--- src/rtl/xlat_pkg.sv ---
package xlat_pkg;

    localparam int VA_W     = 32;
    localparam int OFF_W    = 12;
    localparam int VPN_W    = VA_W - OFF_W;
    localparam int PPN_W    = 20;
    localparam int PA_W     = 15;
    localparam int FRAME_W  = PA_W - OFF_W;
    localparam int N_ENT    = 8;
    localparam int N_FIXED  = 2;
    localparam int IDX_W    = $clog2(N_ENT);

    typedef logic [VPN_W-1:0] vpn_t;
    typedef logic [PPN_W-1:0] ppn_t;
    typedef logic [PA_W-1:0]  pa_t;

    typedef struct packed {
        logic valid;
        vpn_t vpn;
        ppn_t ppn;
    } xlat_ent_t;

    typedef struct packed {
        logic vld;
        logic hit;
        pa_t  pa;
    } xlat_rsp_t;

    // Hard-wired mappings for the low slots
    function automatic xlat_ent_t fixed_entry(input int idx);
        xlat_ent_t e;
        e = '0;
        case (idx)
            0: begin e.valid = 1'b1; e.vpn = 20'h00000; e.ppn = 20'h00000; end
            1: begin e.valid = 1'b1; e.vpn = 20'h02000; e.ppn = 20'h00002; end
            default: e = '0;
        endcase
        return e;
    endfunction

    // Physical address from a frame number and an in-page offset
    function automatic pa_t make_pa(input ppn_t ppn, input logic [OFF_W-1:0] off);
        return {ppn[FRAME_W-1:0], off};
    endfunction

endpackage

--- src/rtl/xlat_entry_store.sv ---
module xlat_entry_store
    import xlat_pkg::*;
#(
    parameter int NE = N_ENT,
    parameter int NF = N_FIXED,
    localparam int IW = $clog2(NE)
) (
    input  logic                  clk,
    input  logic                  rst,
    input  logic                  wr_en,
    input  logic [IW-1:0]         wr_idx,
    input  vpn_t                  wr_vpn,
    input  ppn_t                  wr_ppn,
    output xlat_ent_t [NE-1:0]    ents_o
);

    for (genvar g = 0; g < NE; g++) begin : g_slot
        if (g < NF) begin : g_fixed
            assign ents_o[g] = fixed_entry(g);
        end else begin : g_prog
            xlat_ent_t ent_q;
            always_ff @(posedge clk) begin
                if (rst) begin
                    ent_q <= '0;
                end else if (wr_en && (wr_idx == IW'(g))) begin
                    ent_q.valid <= 1'b1;
                    ent_q.vpn   <= wr_vpn;
                    ent_q.ppn   <= wr_ppn;
                end
            end
            assign ents_o[g] = ent_q;
        end
    end

endmodule

--- src/rtl/xlat_match.sv ---
module xlat_match
    import xlat_pkg::*;
#(
    parameter int NE = N_ENT
) (
    input  xlat_ent_t [NE-1:0] ents_i,
    input  vpn_t               vpn_i,
    output logic [NE-1:0]      match_o
);

    for (genvar g = 0; g < NE; g++) begin : g_cmp
        assign match_o[g] = ents_i[g].valid && (ents_i[g].vpn == vpn_i);
    end

endmodule

--- src/rtl/xlat_prio_sel.sv ---
module xlat_prio_sel
    import xlat_pkg::*;
#(
    parameter int NE = N_ENT
) (
    input  xlat_ent_t [NE-1:0] ents_i,
    input  logic [NE-1:0]      match_i,
    output logic               hit_o,
    output ppn_t               ppn_o
);

    // Scan from the top down so the lowest matching slot is assigned last
    always_comb begin
        hit_o = 1'b0;
        ppn_o = '0;
        for (int i = NE - 1; i >= 0; i--) begin
            if (match_i[i]) begin
                hit_o = 1'b1;
                ppn_o = ents_i[i].ppn;
            end
        end
    end

endmodule

--- src/rtl/page_xlat_buf.sv ---
module page_xlat_buf
    import xlat_pkg::*;
(
    input  logic              clk,
    input  logic              rst,
    input  logic              wr_en,
    input  logic [IDX_W-1:0]  wr_idx,
    input  logic [VPN_W-1:0]  wr_vpn,
    input  logic [PPN_W-1:0]  wr_ppn,
    input  logic              lk_req,
    input  logic [VA_W-1:0]   lk_va,
    output logic              rsp_vld,
    output logic              rsp_hit,
    output logic [PA_W-1:0]   rsp_pa
);

    xlat_ent_t [N_ENT-1:0] ents;
    logic [N_ENT-1:0]      match;
    logic                  sel_hit;
    ppn_t                  sel_ppn;
    xlat_rsp_t             rsp_q;

    xlat_entry_store #(.NE(N_ENT), .NF(N_FIXED)) u_store (
        .clk    (clk),
        .rst    (rst),
        .wr_en  (wr_en),
        .wr_idx (wr_idx),
        .wr_vpn (wr_vpn),
        .wr_ppn (wr_ppn),
        .ents_o (ents)
    );

    xlat_match #(.NE(N_ENT)) u_match (
        .ents_i  (ents),
        .vpn_i   (lk_va[VA_W-1:OFF_W]),
        .match_o (match)
    );

    xlat_prio_sel #(.NE(N_ENT)) u_sel (
        .ents_i  (ents),
        .match_i (match),
        .hit_o   (sel_hit),
        .ppn_o   (sel_ppn)
    );

    always_ff @(posedge clk) begin
        if (rst) begin
            rsp_q <= '0;
        end else begin
            rsp_q.vld <= lk_req;
            rsp_q.hit <= lk_req && sel_hit;
            rsp_q.pa  <= (lk_req && sel_hit) ? make_pa(sel_ppn, lk_va[OFF_W-1:0]) : '0;
        end
    end

    assign rsp_vld = rsp_q.vld;
    assign rsp_hit = rsp_q.hit;
    assign rsp_pa  = rsp_q.pa;

endmodule

--- config.mk ---
export PLATFORM = sky130hd
export DESIGN_NAME = page_xlat_buf
export DESIGN_NICKNAME = d
export VERILOG_FILES = /design/src/rtl/xlat_pkg.sv /design/src/rtl/xlat_entry_store.sv /design/src/rtl/xlat_match.sv /design/src/rtl/xlat_prio_sel.sv /design/src/rtl/page_xlat_buf.sv
export SDC_FILE = /design/constraint.sdc
export NUM_CORES = 1
export LEC_CHECK = 0
export BUFFER_PORTS_ARGS = -buffer_cell sky130_fd_sc_hd__buf_2
export CAP_MARGIN = 20
export CORE_MARGIN = 2
export CORE_UTILIZATION = 56
export CTS_CLUSTER_SIZE = 14
export DETAILED_ROUTE_END_ITERATION = 10
export PLACE_DENSITY = 0.79
export SYNTH_ARGS = -nofsm -noshare
export SYNTH_HDL_FRONTEND = slang
export SYNTH_HIERARCHICAL = 1
export SYNTH_SLANG_ARGS = --single-unit
--- constraint.sdc ---
create_clock -name clk -period 2.4 [get_ports clk]
set_input_delay 0.48 -clock clk [delete_from_list [all_inputs] [get_ports clk]]
set_output_delay 0.48 -clock clk [all_outputs]
set_load 0.1 [all_outputs]
==> flow_summary.ini, run 1 <==
[floorplan]
core_area_mm2 = 0.01531
ios = 96
die_x_um = 129.6
dieArea_mm2 = 0.01678
initial_utilization = 0.5764
fp-row-count = 45
die_h_um = 129.6

[route]
via_per_inst = 5.095
drt_iter0_markers = 464
first_pass_iters = 5
drc = 0
wl_um = 20940
routedWlPerCell_um = 17.67
num_vias = 6038
postRouteAntennaNets = 0

[flow_run]
maxCapViolCount = 0

[grt]
grt_max_degree = 78
grt.busiest_layer = met2
gr-total-overflow = 0
antenna_found_initial = 0
grt_usage = 0.2629
grtUsageMet3 = 0.05285
grt_pass1_wl_um = 33090
grt_pass1_vias = 6088
gr-usage-met1 = 0.3540
use_met2 = 0.4307

[synth]
yosysWarnings = 6
synth_cells = 883
syn_area_per_cell_um2 = 9.997
syn_area_mm2 = 0.008827

[pwr]
power_frac_comb = 0.118
clkPwrFrac = 0.424
p_sw_w = 0.001529
swShare = 0.2532
power_density_mw_per_mm2 = 606.7
leakage_nw = 4.559
seq_power_share = 0.458
ir_worst_vdd_v = 0.0005225
p_total_w = 0.006038
p_int_w = 0.004510

[clock_network]
clockBufferDepth = 2
cts_tree = yes
path_clk_slew_ns = 0.07
clk_latency_ns = 0.43
cts-root-buf = clkbuf_16
cts_setup_buffers = 0
cts_sinks = 161
cts_inserted_buffers = 17
h-tree-depth = 4

[sta]
layout_setup_ws_ns = 0.06477
clock.fmax_mhz = 428.2
rsz0062_at_grt = no
hold_viol_final = 0
setup_viol = 0
finalCritPeriodShare = 0.9730
relSlewSlack = 0.6416
slew_viol_final = 0
fin_crit_ns = 2.335
worst_pin_slew_ns = 0.5348
clock_skew_ns = 0.007064

[final_layout]
areaGrowthSynthToFinish_pct = 12.74
nFillCells = 1236
drive_gt1_frac = 0.2064
final_core_util = 0.6498
antennaDiodeCount = 0
fin_nets = 1040

[place]
port_buffers = 78
gp_congestion = 0.8347
pre_cts_slack_ns = -0.3126
hpwl_um = 15110

[worst_setup_path]
worst-setup-path-type = reg2reg
arrival_ns = 2.65
reg2reg_slack_ns = 0.06
crit_fanout = 3
r2r_cells = 10
crit_path_end_kind = register
cp.required_ns = 2.72
cp-start-kind = register

[min_path]
hold_depth = 2
hold_class = in2reg

[outcome]
status = finished, final reports clean
-- per-stage QoR --
step	hold WS, ns	setup TNS (ns)	area [um2]	cells
after floorplan	0.4258	-0.04046	9015	929
final	0.3168	0	9952	1185
after global routing	0.3115	0	9952	1185
after global placement	0.4318	-2.715	9349	1153
after CTS	0.3085	0	9912	1185
after detailed placement	0.4367	-3.319	9349	1153
-- final cells by class --
class | count | area, um2 | share of cell area
inverter | 7 | 26.28 | 0.002640
timing repair buffer | 152 | 985.9 | 0.09907
sequential | 161 | 3223 | 0.3239
multi-input combinational | 622 | 4896 | 0.4920
clock inverter | 13 | 113.9 | 0.01144
tap | 211 | 264.0 | 0.02653
clock buffer | 19 | 442.9 | 0.04451
-- per-layer routing --
metal | routed length (um) | up-vias | part of all wire
met2 | 9739 | 158 | 0.47
met3 | 1082 | 24 | 0.052
met4 | 391 | 0 | 0.019
li1 | - | 2976 | -
met5 | 0 | - | 0
met1 | 9726 | 2880 | 0.46
-- sequential cells by signal (all words and copies together) (netlist names) --
signal,cells
rsp_vld,1
rsp_pa,15
rsp_hit,1
u_store/ents_o,144
-- critical path, stage by stage, from the launching register on --
cell and delay, ns:
dfxtp_1 0.33, xor2_1 0.16, nor4_2 0.32, buf_4 0.18, nand3_1 0.11, nor4_4 0.29
nor2b_2 0.10, a221o_1 0.31, a31oi_1 0.19, o21ai_1 0.08, and4b_1 0.16
-- power by group through the flow --
stage,Combinational [W],Clock [W],Sequential [W]
floorplan,0.000527,0,0.00282
global placement,0.000686,0,0.00282
detailed placement,0.000694,0,0.00282
CTS,0.000701,0.00258,0.00276
global route,0.000762,0.00270,0.00277
finish,0.000713,0.00256,0.00276
-- cell usage in the layout (no fill, tap or decap), drive strengths merged, types with 2 or more instances in the layout --
cell      instances
a21oi             6
a221o             6
a22oi             3
a31oi             3
and4b            16
buf             152
clkbuf           19
clkinv            9
clkinvlp          2
conb             48
dfxtp           161
inv               8
mux2i           138
nand2b          164
nand3             9
nand4            25
nand4b            3
nand4bb           2
nor2              2
nor2b             4
nor4             25
o21ai             6
xnor2            96
xor2             64
-- path summary, 6_finish.rpt --
path / startpoint / endpoint
worst max-delay path: u_store/ents_o[156] / rsp_pa[14]
worst min-delay path: lk_va[7] / rsp_pa[7]
worst max register to register: u_store/ents_o[156] / rsp_pa[14]
worst min register to register: u_store/ents_o[204] / u_store/ents_o[204]
-- timing repair --
action,in CTS,in global routing
endpoints found under the setup margin,3,3
pin swaps,0,4
resized for setup,1,7
hold buffers,0,0
Power figures use the tool's default switching activity.
==> run 2: changes to the inputs <==
--- a/config.mk
+++ b/config.mk
@@ -7,6 +7,7 @@
 export LEC_CHECK = 0
 export BUFFER_PORTS_ARGS = -buffer_cell sky130_fd_sc_hd__buf_2
 export CAP_MARGIN = 20
+export CORE_ASPECT_RATIO = 1.1
 export CORE_MARGIN = 2
 export CORE_UTILIZATION = 56
 export CTS_CLUSTER_SIZE = 14
==> run 2 against run 1 <==
  * Setup slack better by 0.035 ns
  * Die area hardly changed
  * Total power increased by 1.7%
  * Via count grew 0.30%
  * Clock skew rose by 0.0025 ns
  * Maximum frequency is 1.5% higher
  * Sequential power hardly changed
  * Sequential share of layout area is 0.082 points higher
  * Non-clock buffer count is 6 lower
  * Routed wire length up 1.8%
  * Hold slack worse by 0.0064 ns
  * Largest power group unchanged
  * Highest routed layer unchanged
==> flow_summary.ini, run 2 (synthesis results as in run 1) <==
[worst_setup_path]
cp-start-kind = register
crit_fanout = 3
worstSetupPathDepth = 9
crit_path_end_kind = register
crit_chain = xor2_1 > nor4_1 > nand4_1 > nor4_4 > nor2b_2 > a221o_1 > a31oi_1 > o21ai_1 > and4b_1
r2r_cells = 9
cp.required_ns = 2.72
arrival_ns = 2.62
critPathMaxStageDelay_ns = 0.36
worst-setup-path-type = reg2reg
crit_family = simple AND/OR/NAND/NOR gates
critPathSlowestCell = nor4_4
path_buf_inv = 0

[clock_network]
cts_resized = 0
cts_setup_buffers = 0
cts_inserted_buffers = 17
clockBufferDepth = 2
cts_hold_buf = 0
h-tree-depth = 4
clk_latency_ns = 0.43
path_clk_slew_ns = 0.06
cts_tree = yes
cts_sinks = 161
cts-root-buf = clkbuf_16

[flow_run]
maxCapViolCount = 0

[route]
routedWlPerCell_um = 18.32
first_pass_iters = 5
num_vias = 6056
drc = 0
drt_iter0_markers = 369
via_per_inst = 5.203
wl_um = 21320
postRouteAntennaNets = 0

[floorplan]
core_area_mm2 = 0.01555
dieArea_mm2 = 0.01678
die_h_um = 135.7
initial_utilization = 0.5675
ios = 96
die_x_um = 123.7
fp-row-count = 48

[pwr]
ir_worst_vdd_v = 0.0005074
p_total_w = 0.006140
leakage_nw = 4.571
power_density_mw_per_mm2 = 618.6

[grt]
grt_usage = 0.2674
grt_pass1_vias = 6052
grt_pass1_wl_um = 33400
grt_max_degree = 55
antenna_found_initial = 0
gr-total-overflow = 0

[place]
port_buffers = 78
gp_congestion = 0.8422
pre_cts_slack_ns = -0.3091
dpl_cell_area_mm2 = 0.009328
hpwl_um = 15130

[sta]
clock.fmax_mhz = 434.8
fin_crit_ns = 2.300
slew_viol_final = 0
finalCritPeriodShare = 0.9584
relSlewSlack = 0.6556
hold_viol_final = 0
layout_setup_ws_ns = 0.09988
worst_pin_slew_ns = 0.5166
setup_viol = 0
clock_skew_ns = 0.009611

[final_layout]
layout_common_cells = 164 x nand2b_1, 161 x dfxtp_1, 138 x mux2i_1
antennaDiodeCount = 0
largest_reg_flops = 144
seqCellArea_mm2 = 0.003223
final_area_mm2 = 0.009927
drive_gt1_frac = 0.1919
nFillCells = 1223
areaGrowthSynthToFinish_pct = 12.46
layout_commonest_cell = nand2b_1
fin_nets = 1034
multiInputGateArea_mm2 = 0.004881

[min_path]
hold_class = in2reg
hold_depth = 2

[outcome]
status = finished, final reports clean
run 2: path summary, 6_finish.rpt:
path                             from                   to  slack, ns
setup / recovery  u_store/ents_o[273]           rsp_pa[12]        0.1
hold / removal               lk_va[5]            rsp_pa[5]       0.31
setup reg to reg  u_store/ents_o[273]           rsp_pa[12]        0.1
hold reg to reg   u_store/ents_o[122]  u_store/ents_o[122]       0.45
run 2: through the flow:
| step | std cells | util | setup TNS (ns) | hold slack, ns |
|---|---|---|---|---|
| floorplan | 929 | - | -0.04046 | 0.4258 |
| global placement | 1136 | 0.5997 | -2.015 | 0.4328 |
| detailed placement | 1136 | 0.5997 | -2.626 | 0.4414 |
| CTS | 1164 | 0.6362 | 0 | 0.2986 |
| global route | 1164 | 0.6382 | -0.04105 | 0.3082 |
| finish | 1164 | 0.6382 | 0 | 0.3105 |
run 2: cell type report:
| type | count | area share |
|---|---|---|
| clock buffer | 23 | 0.04916 |
| timing repair buffer | 146 | 0.09856 |
| clock inverter | 5 | 0.008067 |
| tap | 200 | 0.02521 |
| multi-input combinational | 622 | 0.4917 |
| sequential | 161 | 0.3247 |
| inverter | 7 | 0.002647 |
run 2: worst reg2reg max path: cells and delay by family (launching register included):
family          cells  cell delay, ns
xor+xnor            1            0.18
simple gates        5            1.11
compound gates      3            0.60
flops               1            0.31
run 2: per-layer routing:
layer  part of all wire  vias to the layer above  GRT usage  routed length, um
met2               0.47                      166     0.4396              10110
met3              0.052                       37    0.05177               1103
met1               0.44                     2898     0.3428               9432
li1                   -                     2955          -                  -
met4              0.031                        0     0.1073                671
met5                  0                        -          0                  0
run 2: where the power goes:
| part | internal [W] | switching [W] | total (W) |
|---|---|---|---|
| combinational | 0.000328 | 0.000379 | 0.000707 |
| clock | 0.00162 | 0.00105 | 0.00267 |
| sequential | 0.00273 | 0.0000370 | 0.00277 |
| total | 0.00467 | 0.00147 | 0.00614 |
==> run 3: changes to the inputs <==
--- a/config.mk
+++ b/config.mk
@@ -9,11 +9,10 @@
 export CAP_MARGIN = 20
 export CORE_ASPECT_RATIO = 1.1
 export CORE_MARGIN = 2
-export CORE_UTILIZATION = 56
+export CORE_UTILIZATION = 52
 export CTS_CLUSTER_SIZE = 14
 export DETAILED_ROUTE_END_ITERATION = 10
-export PLACE_DENSITY = 0.79
+export PLACE_DENSITY = 0.77
 export SYNTH_ARGS = -nofsm -noshare
 export SYNTH_HDL_FRONTEND = slang
-export SYNTH_HIERARCHICAL = 1
 export SYNTH_SLANG_ARGS = --single-unit
==> run 3 against run 2 <==
  * Non-clock buffer count decreased by 7
  * Sequential share of layout area up 5.0 points
  * Area after synthesis decreased by 19%
  * Clock power is 3% higher
  * Sequential power about the same
  * Via count is 6.1% higher
  * First-iteration DRC count rose by 51%
  * Cell count up 1.9%
  * Count of clock-buffer cells in the layout down 4
  * Utilization decreased by 0.76 points
  * Setup slack improved by 0.066 ns
  * Register-to-register slack improved by 0.07 ns
==> flow_summary.ini, run 3 <==
[floorplan]
ios = 96
initial_utilization = 0.5265
fp-row-count = 45
core_area_mm2 = 0.01363
die_h_um = 127.2
dieArea_mm2 = 0.01475
die_x_um = 116.0

[worst_setup_path]
r2r_cells = 9
crit_family = simple AND/OR/NAND/NOR gates
cp.required_ns = 2.77
path_buf_inv = 2
crit_fanout = 13
crit_path_end_kind = register
cp-start-kind = register
arrival_ns = 2.60
reg2reg_slack_ns = 0.17
crit_chain = xnor2_1 > nand4_1 > nor4_2 > buf_4 > nand4_1 > and2_4 > a41oi_2 > buf_4 > and2_1
rr_startpoint = u_store.ents_o[117]
r2r_end = rsp_pa[1]
worst-setup-path-type = reg2reg
critPathSlowestCell = nor4_2
critPathMaxStageDelay_ns = 0.35

[sta]
worst_pin_slew_ns = 0.6344
fin_crit_ns = 2.234
layout_setup_ws_ns = 0.1663
clock.fmax_mhz = 447.7
hold_viol_final = 0
setup_viol = 0
rsz0062_at_grt = no
clock_skew_ns = 0.005502
slew_viol_final = 0
finalCritPeriodShare = 0.9307
relSlewSlack = 0.5771

[place]
gp_congestion = 0.8461
port_buffers = 78
pre_cts_slack_ns = -0.08649
hpwl_um = 13650

[pwr]
power_density_mw_per_mm2 = 704.5
ir_worst_vdd_v = 0.0004564
leakage_nw = 3.190

[route]
drt_iter0_markers = 558
via_per_inst = 5.418
first_pass_iters = 5
routedWlPerCell_um = 17.25
wl_um = 20460
num_vias = 6426
postRouteAntennaNets = 0
drc = 0

[clock_network]
clk_latency_ns = 0.43
cts_inserted_buffers = 17
h-tree-depth = 4
path_clk_slew_ns = 0.06
cts_hold_buf = 0
cts_setup_buffers = 0
cts-root-buf = clkbuf_16
cts_sinks = 161
clockBufferDepth = 2
cts_tree = yes

[synth]
yosys-top-cells-count = 284 x nand2_1, 161 x dfxtp_1, 138 x a21oi_1
async_reset_ff_frac = 0
synthFlopType = dfxtp_1
synth_cells = 893
seq_area_frac_synth = 0.4493
synth_edf_count = 0
syn_area_mm2 = 0.007174
synth.most_common_cell = nand2_1
syn_nets = 972
synth_top_area_cell = dfxtp_1
ys_types = 37
yosysWarnings = 0
synth_top_area_share = 0.4493
syn_area_per_cell_um2 = 8.034
ys_ff_latch = 161
synth.area.top_cells = dfxtp_1 45%, nand2_1 15%, xnor2_1 11%

[grt]
gr-total-overflow = 0
grt_max_degree = 145
grt_pass1_wl_um = 31930
antenna_found_initial = 1
grt_pass1_vias = 6050
grt_usage = 0.2877

[min_path]
min_from = lk_va[7]
hold_end = rsp_pa[7]
hold_depth = 2
hold_class = in2reg

[final_layout]
largest_reg_flops = 144
final_core_util = 0.6306
nFillCells = 1211
seqCellArea_mm2 = 0.003223
multiInputGateArea_mm2 = 0.003646
drive_gt1_frac = 0.1836
layout_commonest_cell = nand2_1
layout_common_cells = 284 x nand2_1, 161 x dfxtp_1, 138 x a21oi_1
fin_nets = 1069
areaGrowthSynthToFinish_pct = 19.76

[outcome]
status = finished, final reports clean

[flow_run]
maxCapViolCount = 0
run 3: layout make-up:
type	instances	share of cell area
multi-input combinational	667	0.4243
sequential	161	0.3751
timing repair buffer	139	0.1034
clock buffer	19	0.05155
tap	188	0.02738
clock inverter	7	0.01616
inverter	4	0.001747
antenna	1	0.0002912
run 3: logic make-up after synthesis:
| group | synth area share |
|---|---|
| AOI/OAI and AO/OA | 0.1168 |
| DFF | 0.4492 |
| xor gates and xnor gates | 0.1465 |
| and+or+nand+nor | 0.2419 |
| buffers and inverters | 0.04552 |
run 3: how the worst max path moves through the flow:
stage | from | endpoint | slack (ns) | cells past startpoint
2_1_floorplan | lk_va[14] | rsp_pa[12] | 0.24 | 8
3_3_place_gp | lk_va[27] | rsp_pa[1] | -0.07 | 10
3_5_place_dp | lk_va[27] | rsp_pa[1] | -0.09 | 10
4_1_cts | u_store.ents_o[117] | rsp_pa[1] | 0.17 | 9
5_1_grt | u_store.ents_o[117] | rsp_pa[8] | 0.05 | 9
6_report | u_store.ents_o[117] | rsp_pa[1] | 0.17 | 9
run 3: stage by stage:
| step | hold WS (ns) | setup TNS [ns] | instance area [um2] | power (W) | instances |
|---|---|---|---|---|---|
| 3_5_place_dp | 0.4494 | -0.9276 | 8001 | 0.003357 | 1159 |
| 6_report | 0.2506 | 0 | 8592 | 0.006053 | 1186 |
| 5_1_grt | 0.2372 | 0 | 8592 | 0.006237 | 1186 |
| 3_3_place_gp | 0.4411 | -0.8099 | 8001 | 0.003349 | 1159 |
| 2_1_floorplan | 0.4318 | 0 | 7174 | 0.003133 | 893 |
| 4_1_cts | 0.2343 | 0 | 8583 | 0.006081 | 1185 |
run 3: report_power, final:
part / internal, W / leakage, nW / switching, W
Combinational: 0.000216 / 1.60 / 0.000333
Sequential: 0.00273 / 1.30 / 0.0000329
Clock: 0.00173 / 0.286 / 0.00102
run 3: layer usage:
| layer | vias to the layer above | part of all wire | wire (um) | track usage |
|---|---|---|---|---|
| met1 | 2981 | 0.41 | 8352 | 0.3536 |
| met5 | - | 0 | 0 | 0 |
| met4 | 0 | 0.038 | 780 | 0.1352 |
| li1 | 3114 | - | - | - |
| met3 | 63 | 0.078 | 1604 | 0.06404 |
| met2 | 268 | 0.48 | 9727 | 0.4775 |
run 3: timing repair:
| action | in CTS | in global routing |
|---|---|---|
| setup endpoints to repair | 0 | 10 |
| endpoints found under the hold margin | 0 | 0 |
| gates resized for setup | 0 | 1 |
